===== src/rtl/pwm_sync_pkg.sv =====
package pwm_sync_pkg;
  localparam int AW       = 3;
  localparam int ADR_AON  = 0;
  localparam int ADR_AOFF = 1;
  localparam int ADR_BON  = 2;
  localparam int ADR_BOFF = 3;
  localparam int ADR_PER  = 4;
  localparam int ADR_CFG  = 5;
  localparam int ADR_CTL  = 6;
  localparam int CFG_W    = 3;   // en_a, en_b, fifty
  localparam int NCMP     = 4;
endpackage


===== src/rtl/pwm_shadow_regs.sv =====
module pwm_shadow_regs
  import pwm_sync_pkg::*;
#(
  parameter int W = 8
) (
  input  logic                     clk,
  input  logic                     rst_n,
  input  logic                     wr_en,
  input  logic [AW-1:0]            wr_addr,
  input  logic [W-1:0]             wr_data,
  input  logic [AW-1:0]            rd_addr,
  input  logic                     auto_live,
  input  logic                     commit,
  output logic [NCMP-1:0][W-1:0]   shd_cmp,
  output logic [W-1:0]             shd_per,
  output logic [CFG_W-1:0]         shd_cfg,
  output logic                     run,
  output logic                     hold,
  output logic                     auto_req,
  output logic                     pending,
  output logic [W-1:0]             rd_data
);
  logic set_wr;
  assign set_wr = wr_en && (int'(wr_addr) <= ADR_CFG);

  always_ff @(posedge clk or negedge rst_n) begin
    if (!rst_n) begin
      shd_cmp  <= '0;
      shd_per  <= '0;
      shd_cfg  <= '0;
      run      <= 1'b0;
      hold     <= 1'b0;
      auto_req <= 1'b0;
      pending  <= 1'b0;
    end else begin
      if (wr_en) begin
        case (int'(wr_addr))
          ADR_AON, ADR_AOFF, ADR_BON, ADR_BOFF: shd_cmp[wr_addr[1:0]] <= wr_data;
          ADR_PER: shd_per <= wr_data;
          ADR_CFG: shd_cfg <= wr_data[CFG_W-1:0];
          ADR_CTL: begin
            run      <= wr_data[0];
            hold     <= wr_data[1];
            auto_req <= wr_data[2];
          end
          default: ;
        endcase
      end
      if (set_wr)
        pending <= auto_live ? (int'(wr_addr) == ADR_BOFF) : 1'b1;
      else if (commit)
        pending <= 1'b0;
    end
  end

  always_comb begin
    rd_data = '0;
    case (int'(rd_addr))
      ADR_AON, ADR_AOFF, ADR_BON, ADR_BOFF: rd_data = shd_cmp[rd_addr[1:0]];
      ADR_PER: rd_data = shd_per;
      ADR_CFG: rd_data[CFG_W-1:0] = shd_cfg;
      ADR_CTL: rd_data[2:0] = {auto_req, hold, run};
      default: ;
    endcase
  end
endmodule


===== src/rtl/pwm_timebase.sv =====
module pwm_timebase #(
  parameter int W = 8
) (
  input  logic         clk,
  input  logic         rst_n,
  input  logic         run,
  input  logic [W-1:0] period,
  output logic [W-1:0] cnt,
  output logic         wrap
);
  assign wrap = run && (cnt == period);

  always_ff @(posedge clk or negedge rst_n) begin
    if (!rst_n)              cnt <= '0;
    else if (!run || wrap)   cnt <= '0;
    else                     cnt <= cnt + W'(1);
  end
endmodule


===== src/rtl/pwm_chan.sv =====
module pwm_chan #(
  parameter int W = 8
) (
  input  logic         clk,
  input  logic         rst_n,
  input  logic         run,
  input  logic [W-1:0] cnt,
  input  logic [W-1:0] on_v,
  input  logic [W-1:0] off_v,
  input  logic         en,
  output logic         pin
);
  logic lvl;

  always_ff @(posedge clk or negedge rst_n) begin
    if (!rst_n)              lvl <= 1'b0;
    else if (!run)           lvl <= 1'b0;
    else if (cnt == off_v)   lvl <= 1'b0;
    else if (cnt == on_v)    lvl <= 1'b1;
  end

  assign pin = lvl & en;
endmodule


===== src/rtl/pwm_dual_sync.sv =====
module pwm_dual_sync
  import pwm_sync_pkg::*;
#(
  parameter int W = 8
) (
  input  logic          clk,
  input  logic          rst_n,
  input  logic          wr_en,
  input  logic [2:0]    wr_addr,
  input  logic [W-1:0]  wr_data,
  input  logic [2:0]    rd_addr,
  output logic [W-1:0]  rd_data,
  output logic          pwm_a,
  output logic          pwm_b,
  output logic          cycle_end
);
  localparam int NCH = 2;

  logic [NCMP-1:0][W-1:0] shd_cmp, act_cmp;
  logic [W-1:0]           shd_per, act_per, cnt;
  logic [CFG_W-1:0]       shd_cfg, act_cfg;
  logic run, hold, auto_req, auto_live, pending, commit, wrap;
  logic [NCH-1:0]         pins;

  pwm_shadow_regs #(.W(W)) u_regs (
    .clk(clk), .rst_n(rst_n), .wr_en(wr_en), .wr_addr(wr_addr),
    .wr_data(wr_data), .rd_addr(rd_addr), .auto_live(auto_live),
    .commit(commit), .shd_cmp(shd_cmp), .shd_per(shd_per),
    .shd_cfg(shd_cfg), .run(run), .hold(hold), .auto_req(auto_req),
    .pending(pending), .rd_data(rd_data)
  );

  pwm_timebase #(.W(W)) u_tb (
    .clk(clk), .rst_n(rst_n), .run(run), .period(act_per),
    .cnt(cnt), .wrap(wrap)
  );

  // Stopped: follow shadow every clock. Running: only at a boundary.
  assign commit = !run || (wrap && pending && (auto_live || !hold));

  always_ff @(posedge clk or negedge rst_n) begin
    if (!rst_n) begin
      act_cmp   <= '0;
      act_per   <= '0;
      act_cfg   <= '0;
      auto_live <= 1'b0;
    end else begin
      if (commit) begin
        act_cmp <= shd_cmp;
        act_per <= shd_per;
        act_cfg <= shd_cfg;
      end
      if (!run || wrap) auto_live <= auto_req;
    end
  end

  for (genvar ch = 0; ch < NCH; ch++) begin : g_ch
    logic [W-1:0] on_v, off_v;
    if (ch == 0) begin : g_a
      assign on_v  = act_cfg[2] ? act_cmp[ADR_BON]  : act_cmp[ADR_AON];
      assign off_v = act_cfg[2] ? act_cmp[ADR_BOFF] : act_cmp[ADR_AOFF];
    end else begin : g_b
      assign on_v  = act_cmp[ADR_BON];
      assign off_v = act_cmp[ADR_BOFF];
    end
    pwm_chan #(.W(W)) u_ch (
      .clk(clk), .rst_n(rst_n), .run(run), .cnt(cnt),
      .on_v(on_v), .off_v(off_v), .en(act_cfg[ch]), .pin(pins[ch])
    );
  end

  assign pwm_a     = pins[0];
  assign pwm_b     = pins[1];
  assign cycle_end = wrap;
endmodule


===== config.mk =====
export PLATFORM = sky130hd
export DESIGN_NAME = pwm_dual_sync
export DESIGN_NICKNAME = d
export VERILOG_FILES = /design/src/rtl/pwm_sync_pkg.sv /design/src/rtl/pwm_shadow_regs.sv /design/src/rtl/pwm_timebase.sv /design/src/rtl/pwm_chan.sv /design/src/rtl/pwm_dual_sync.sv
export SDC_FILE = /design/constraint.sdc
export NUM_CORES = 1
export LEC_CHECK = 0
export ABC_AREA = 1
export BUFFER_PORTS_ARGS = -buffer_cell sky130_fd_sc_hd__buf_4
export CELL_PAD_IN_SITES_DETAIL_PLACEMENT = 1
export CELL_PAD_IN_SITES_GLOBAL_PLACEMENT = 1
export CORE_MARGIN = 3
export CORE_UTILIZATION = 47
export CTS_BUF_LIST = sky130_fd_sc_hd__clkbuf_8 sky130_fd_sc_hd__clkbuf_16
export DETAILED_ROUTE_END_ITERATION = 7
export GPL_ROUTABILITY_DRIVEN = 0
export PLACE_DENSITY_LB_ADDON = 0.25
export SLEW_MARGIN = 15
export SYNTH_ARGS = -nofsm -noshare
export SYNTH_HDL_FRONTEND = slang
export SYNTH_SLANG_ARGS = --single-unit
export TNS_END_PERCENT = 30

===== constraint.sdc =====
create_clock -name clk -period 2.88 [get_ports clk]
set_clock_uncertainty 0.05 [all_clocks]
set_input_delay 0.144 -clock clk [delete_from_list [all_inputs] [get_ports clk]]
set_output_delay 0.144 -clock clk [all_outputs]
set_load 0.05 [all_outputs]

==> results.py, run 1 <==
metrics = {
    "outcome": {
        "status": "complete, no violations",
    },
    "hold_path": {
        "hold_path_class": "in2reg",
        "min_path_cells": 3,
        "hold_start": "wr_data[6]",
        "whs_endpoint": "u_regs.shd_cmp[22]",
    },
    "pwr": {
        "power.density_mw_per_mm2": 765.0,
        "vdd_drop_max_mv": 0.4158,
        "total_power_mw": 4.271,
        "p_leak_nw": 2.899,
    },
    "critical_path": {
        "worstSetupPathType": "reg2out",
        "rrSetupSlack_ps": 810,
        "startpoint": "u_tb.cnt[5]",
        "end_kind": "output pin",
        "cp.arrival_ps": 1920,
        "cp-start-kind": "register",
        "crit_required_ps": 2690,
        "r2r_end": "g_ch[0].u_ch.lvl",
        "reg2reg_depth": 9,
        "cp_max_fo": 9,
        "reg2reg_from": "act_cfg[2]",
    },
    "drt": {
        "vias": 4590,
        "drt_iter0_drc": 267,
        "via_per_inst": 5.523,
        "drcViolationCount": 0,
        "post_drt_wl_per_cell_um": 18.38,
        "drt_wl_total_um": 15270,
        "ant_nets": 0,
        "dr.pass1.iters": 5,
    },
    "floorplan": {
        "die-area_mm2": 0.01220,
        "io_pins": 28,
        "start_util_pct": 49.02,
        "die_x_um": 110.5,
        "core-area_mm2": 0.01046,
        "die_h_um": 110.5,
        "row_count": 37,
    },
    "final_layout": {
        "synthToLayoutAreaGrowth_pct": 8.856,
        "fill_cells": 1348,
        "multi_input_area_mm2": 0.002262,
        "layout-drive-gt1-share_pct": 8.201,
        "diodes": 0,
        "register_area_mm2": 0.002527,
        "layout.nets": 708,
    },
    "synth": {
        "synth-main-ff-cell": "dfrtp_1",
        "synth.yosys.warnings": 0,
        "yosysMostFrequentCell": "nand2_1",
        "synthesis.nets": 697,
        "synth-edff-count": 0,
        "synth_top_cell_by_area": "dfrtp_1",
        "synthCells": 679,
        "synthTopCellsByCount": "281 x nand2_1, 101 x dfrtp_1, 68 x nand3_1",
        "ys_seq_area_share_pct": 49.28,
        "ys_seq_elements": 101,
        "synthTopCellsByArea": "dfrtp_1 49%, nand2_1 21%, nand3_1 6.6%",
        "syn-cell-area_mm2": 0.005129,
        "netlist.area_leader.share_pct": 49.28,
        "async_flop_share_pct": 100.0,
        "avgSynthCellArea_um2": 7.553,
        "ys_types": 27,
    },
    "global_route": {
        "busiest_layer": "met2",
        "gr-usage-met3_pct": 2.630,
        "antenna_found_initial": 0,
        "gr-usage-met1_pct": 38.18,
        "grt_pass1_wl_um": 25210,
        "grt_overflow": 0,
        "met2_usage_pct": 40.13,
        "grt_pass1_vias": 4675,
        "grt_max_degree": 54,
        "track_usage_pct": 25.96,
    },
    "cts": {
        "cts_sinks": 101,
        "cts_tree": "yes",
        "cts_max_level": 3,
        "holdBufCountCts": 1,
        "cts-resized-gates": 0,
        "clockRootBuffer": "clkbuf_8",
        "cts.path.max_buffers": 2,
        "post_cts_buffers": 0,
        "clock_latency_ps": 380,
        "cts_buffers": 9,
        "clk_transition_reported_paths_ps": 100,
    },
    "placement": {
        "dp_hpwl_um": 11150,
        "place.port_buffers": 27,
    },
    "timing": {
        "hold_violations": 0,
        "layout_min_cycle_time_ps": 2112,
        "fmax_mhz": 473.5,
        "whs_ps": 37.78,
        "fin_setup_tns_ps": 0,
        "setup_viol": 0,
        "grt_setup_unrepaired": "false",
        "worstMarginPinSlew_ps": 722.7,
        "slew_viol_final": 0,
        "fin_crit_sh_pct": 73.34,
        "slew_headroom_pct": 51.82,
    },
    "job": {
        "drv_cap": 0,
    },
}
==> placed cells by master (no fill, tap or decap) <==
cell / instances
ha_1: 1
clkinv_4: 1
nand3_1: 68
nor3_1: 4
nor2_2: 2
clkinv_2: 1
a221oi_1: 2
nor2_1: 34
or2_2: 5
nand4_1: 3
buf_12: 1
o211ai_1: 1
buf_4: 30
clkinvlp_4: 3
nand2_1: 281
clkinv_1: 2
nor3b_1: 5
clkbuf_8: 9
a22oi_1: 7
xor2_1: 6
dlygate4sd3_1: 1
bufinv_16: 1
a21oi_1: 5
nand2_4: 1
xnor2_1: 12
dfrtp_1: 101
nand3_4: 1
inv_1: 42
o31ai_1: 1
o21ai_0: 62
inv_6: 1
inv_2: 1
==> metal layers <==
layer	part of all wire [%]	vias up
li1	-	2190
met1	47	2272
met2	47	105
met3	3.6	23
met4	2.3	0
met5	0	-
==> per-stage QoR <==
step | util [%] | worst slack, ps | instances | cell area [µm²]
after detailed placement | 51.36 | 764.3 | 814 | 5374
after CTS | 53.36 | 755.3 | 831 | 5583
after global routing | 53.36 | 586.9 | 831 | 5583
final | 53.36 | 767.9 | 831 | 5583
after floorplan | - | 1073 | 679 | 5129
after global placement | 51.36 | 821.4 | 814 | 5374
==> layout make-up <==
type | instances | share of cell area (%)
Inverter | 45 | 3.026
Tap cell | 136 | 3.048
Multi-Input combinational cell | 501 | 40.52
Timing Repair Buffer | 32 | 4.572
Sequential cell | 101 | 45.27
Clock buffer | 9 | 2.219
Clock inverter | 7 | 1.345
==> cell families after synthesis <==
group,count (synthesis),share of synthesized area [%]
adders and majority gates,1,0.2439
DFF,101,49.28
xor gates and xnor gates,18,3.074
buffers and inverters,77,6.611
and+or+nand+nor,404,32.59
AOI/OAI and AO/OA,78,8.197
==> critical path: stages (launching register included) <==
cell,delay [ps]
dfrtp_1,590
xnor2_1,170
nand2_1,80
nor2_2,230
nand2_1,110
nor2_1,140
buf_4,220
==> state kept, by name, summed over array words and instances (netlist names), 8 cells and up <==
name / cells
u_tb.cnt: 8
u_regs.shd_per: 8
u_regs.shd_cmp: 32
act_cmp: 16
g_ch.off_v: 8
g_ch.on_v: 8
act_per: 8
==> how the worst max path moves through the flow <==
stage	to	slack, ps	cells after the start
after detailed placement	g_ch[0].u_ch.lvl	760	9
after CTS	g_ch[0].u_ch.lvl	760	9
after global routing	g_ch[0].u_ch.lvl	590	9
after floorplan	cycle_end	1070	6
after global placement	g_ch[0].u_ch.lvl	820	9
final	cycle_end	770	6
==> report_power, final <==
group	internal [mW]	switching (mW)
Combinational	0.435	0.776
Clock	0.405	0.531
Sequential	1.73	0.391
Total	2.57	1.70
No activity file was read; power rests on OpenSTA's default activity.
==> run 2, diff against run 1 <==
ABC_AREA = 0   (was 1)
clock period = 2.1 ns   (was 2.88 ns; I/O delays follow)
==> results.py, run 2 <==
metrics = {
    "outcome": {
        "status": "complete, no violations",
    },
    "synth": {
        "ys_seq_elements": 101,
        "yosysMostFrequentCell": "dfrtp_1",
        "avgSynthCellArea_um2": 13.32,
        "synthTopCellsByArea": "dfrtp_1 52%, mux2_2 20%, xor2_1 6.3%",
        "synth-edff-count": 0,
        "synth.yosys.warnings": 0,
        "netlist.area_leader.share_pct": 51.69,
        "synth-main-ff-cell": "dfrtp_1",
        "synthCells": 367,
        "ys_types": 36,
        "synthesis.nets": 385,
        "async_flop_share_pct": 100.0,
        "syn-cell-area_mm2": 0.004890,
        "synthTopCellsByCount": "101 x dfrtp_1, 87 x mux2_2, 35 x xor2_1",
        "synth_top_cell_by_area": "dfrtp_1",
        "ys_seq_area_share_pct": 51.69,
    },
    "cts": {
        "cts_buffers": 9,
        "cts_tree": "yes",
        "post_cts_buffers": 0,
        "clockRootBuffer": "clkbuf_8",
        "cts_max_level": 3,
        "cts_sinks": 101,
        "clk_transition_reported_paths_ps": 100,
        "cts.path.max_buffers": 2,
        "clock_latency_ps": 370,
    },
    "hold_path": {
        "min_path_cells": 3,
        "hold_path_class": "in2reg",
    },
    "floorplan": {
        "io_pins": 28,
        "die_x_um": 108,
        "core-area_mm2": 0.009955,
        "die_h_um": 108,
        "start_util_pct": 49.12,
        "die-area_mm2": 0.01166,
        "row_count": 36,
    },
    "critical_path": {
        "cp.arrival_ps": 1870,
        "worstSetupPathType": "reg2out",
        "cp_max_fo": 3,
        "crit_required_ps": 1950,
        "reg2reg_depth": 6,
        "end_kind": "output pin",
        "cp-start-kind": "register",
    },
    "drt": {
        "drcViolationCount": 0,
        "drt_wl_total_um": 11660,
        "vias": 3035,
        "via_per_inst": 5.498,
        "dr.max_layer_used": "met4",
        "post_drt_wl_per_cell_um": 21.12,
        "drt_iter0_drc": 102,
        "m1WireLength_um": 5127,
        "dr.pass1.iters": 4,
        "wl_met2_um": 5952,
        "met3RoutedLength_um": 413,
        "ant_nets": 0,
    },
    "placement": {
        "place.port_buffers": 27,
        "place_inst": 526,
        "dp_hpwl_um": 8032,
        "dpl_cell_area_mm2": 0.005339,
    },
    "pwr": {
        "p_leak_nw": 2.555,
        "power.density_mw_per_mm2": 1100,
        "vdd_drop_max_mv": 0.4089,
    },
    "global_route": {
        "antenna_found_initial": 0,
        "grt_pass1_vias": 3276,
        "grt_max_degree": 40,
        "grt_overflow": 0,
        "grt_pass1_wl_um": 18440,
        "track_usage_pct": 21.46,
    },
    "final_layout": {
        "finalNonFillerCells": 552,
        "layout-drive-gt1-share_pct": 39.86,
        "fill_cells": 1002,
        "final_cell_area_mm2": 0.005649,
        "final_common_cell": "dfrtp_1",
        "final_util_pct": 56.75,
        "synthToLayoutAreaGrowth_pct": 15.53,
        "largest_reg_flops": 32,
        "top_regs": "u_regs.shd_cmp x32, act_cmp x16",
        "regMostFlops": "u_regs.shd_cmp",
        "final_cell_mix": "101 x dfrtp_1, 86 x mux2_2, 42 x buf_4, 35 x xor2_1, 17 x mux2i_1",
        "register_area_mm2": 0.002527,
        "diodes": 0,
        "layout.nets": 432,
        "multi_input_area_mm2": 0.002233,
    },
    "timing": {
        "fmax_mhz": 493.1,
        "slew_headroom_pct": 63.86,
        "worstMarginPinSlew_ps": 540.2,
        "grt_setup_unrepaired": "true",
        "setup_viol": 0,
        "fin_setup_tns_ps": 0,
        "fin_crit_sh_pct": 96.57,
        "slew_viol_final": 0,
        "layout_min_cycle_time_ps": 2028,
        "whs_ps": 23.12,
        "hold_violations": 0,
    },
    "job": {
        "drv_cap": 0,
    },
}
## run 2: cell count changes in the layout (fill, tap and decap cells not counted), moves of 19 or more
cell,change
mux2_2,+86
nand3_1,-60
o21ai_0,-55
nor2_1,-19
nand2_1,-274
inv_1,-35
xor2_1,+29
## run 2: worst max-delay path, stage by stage, from the launching register on
cell     delay (ps)
dfrtp_1         400
xor2_1          180
nor4_2          320
nand2_1         160
buf_4           180
nor2_4          100
buf_6           170
## run 2: report_power, final
part           leakage (nW)  total (mW)  internal (mW)  switching (mW)
Sequential             1.23        2.96           2.51           0.449
Clock                0.0996        1.19          0.485           0.705
Combinational          1.22        2.06           1.08           0.984
Total                  2.55        6.21           4.07            2.14
## run 2: final cells by class
cell class              instances  share of cell area, %
flip-flops and latches        101                  44.74
clock inverters                 6                 0.9081
clock buffers                  10                  2.436
multi-input cells             238                  39.53
well taps                     133                  2.946
repair buffers                 57                  8.970
inverters                       7                 0.4651
## run 2: path summary, 6_finish.rpt
check	startpoint	endpoint	slack [ps]
setup / recovery	act_per[5]	cycle_end	70
hold / removal	wr_addr[2]	u_regs.pending	20
setup reg to reg	act_per[5]	act_cmp[5]	90
hold reg to reg	act_cfg[1]	act_cfg[1]	460
max in group asynchronous	rst_n	u_regs.shd_cmp[20]	1090
min in group asynchronous	rst_n	u_regs.shd_cmp[31]	190
## run 2: what timing repair did
item	in CTS	in global routing
endpoints found under the hold margin	84	0
gates resized for setup	4	1
pin swaps	2	2
hold buffers	10	0
setup endpoints to repair	44	33
## run 2: logic make-up after synthesis
kind of cell    Yosys count  synth area share, %
compound gates           20                2.585
xor+xnor                 46                8.239
fa+ha+maj                 1               0.2558
buf+inv                  28                2.994
flops                   101                51.69
mux                     115                27.89
simple gates             56                6.346
## run 2: metal layers
| layer | vias up | track usage, % |
|---|---|---|
| li1 | 1383 | - |
| met1 | 1585 | 28.46 |
| met2 | 52 | 36.46 |
| met3 | 15 | 4.060 |
| met4 | 0 | 5.500 |
| met5 | - | 0 |
## run 2: per-stage QoR
stage,total power [mW],setup slack [ps]
3_3_place_gp,4.935,-6.342
3_5_place_dp,5.028,-86.06
4_1_cts,6.282,20.06
5_1_grt,6.597,-29.85
2_1_floorplan,4.346,42.20
6_report,6.212,72.00
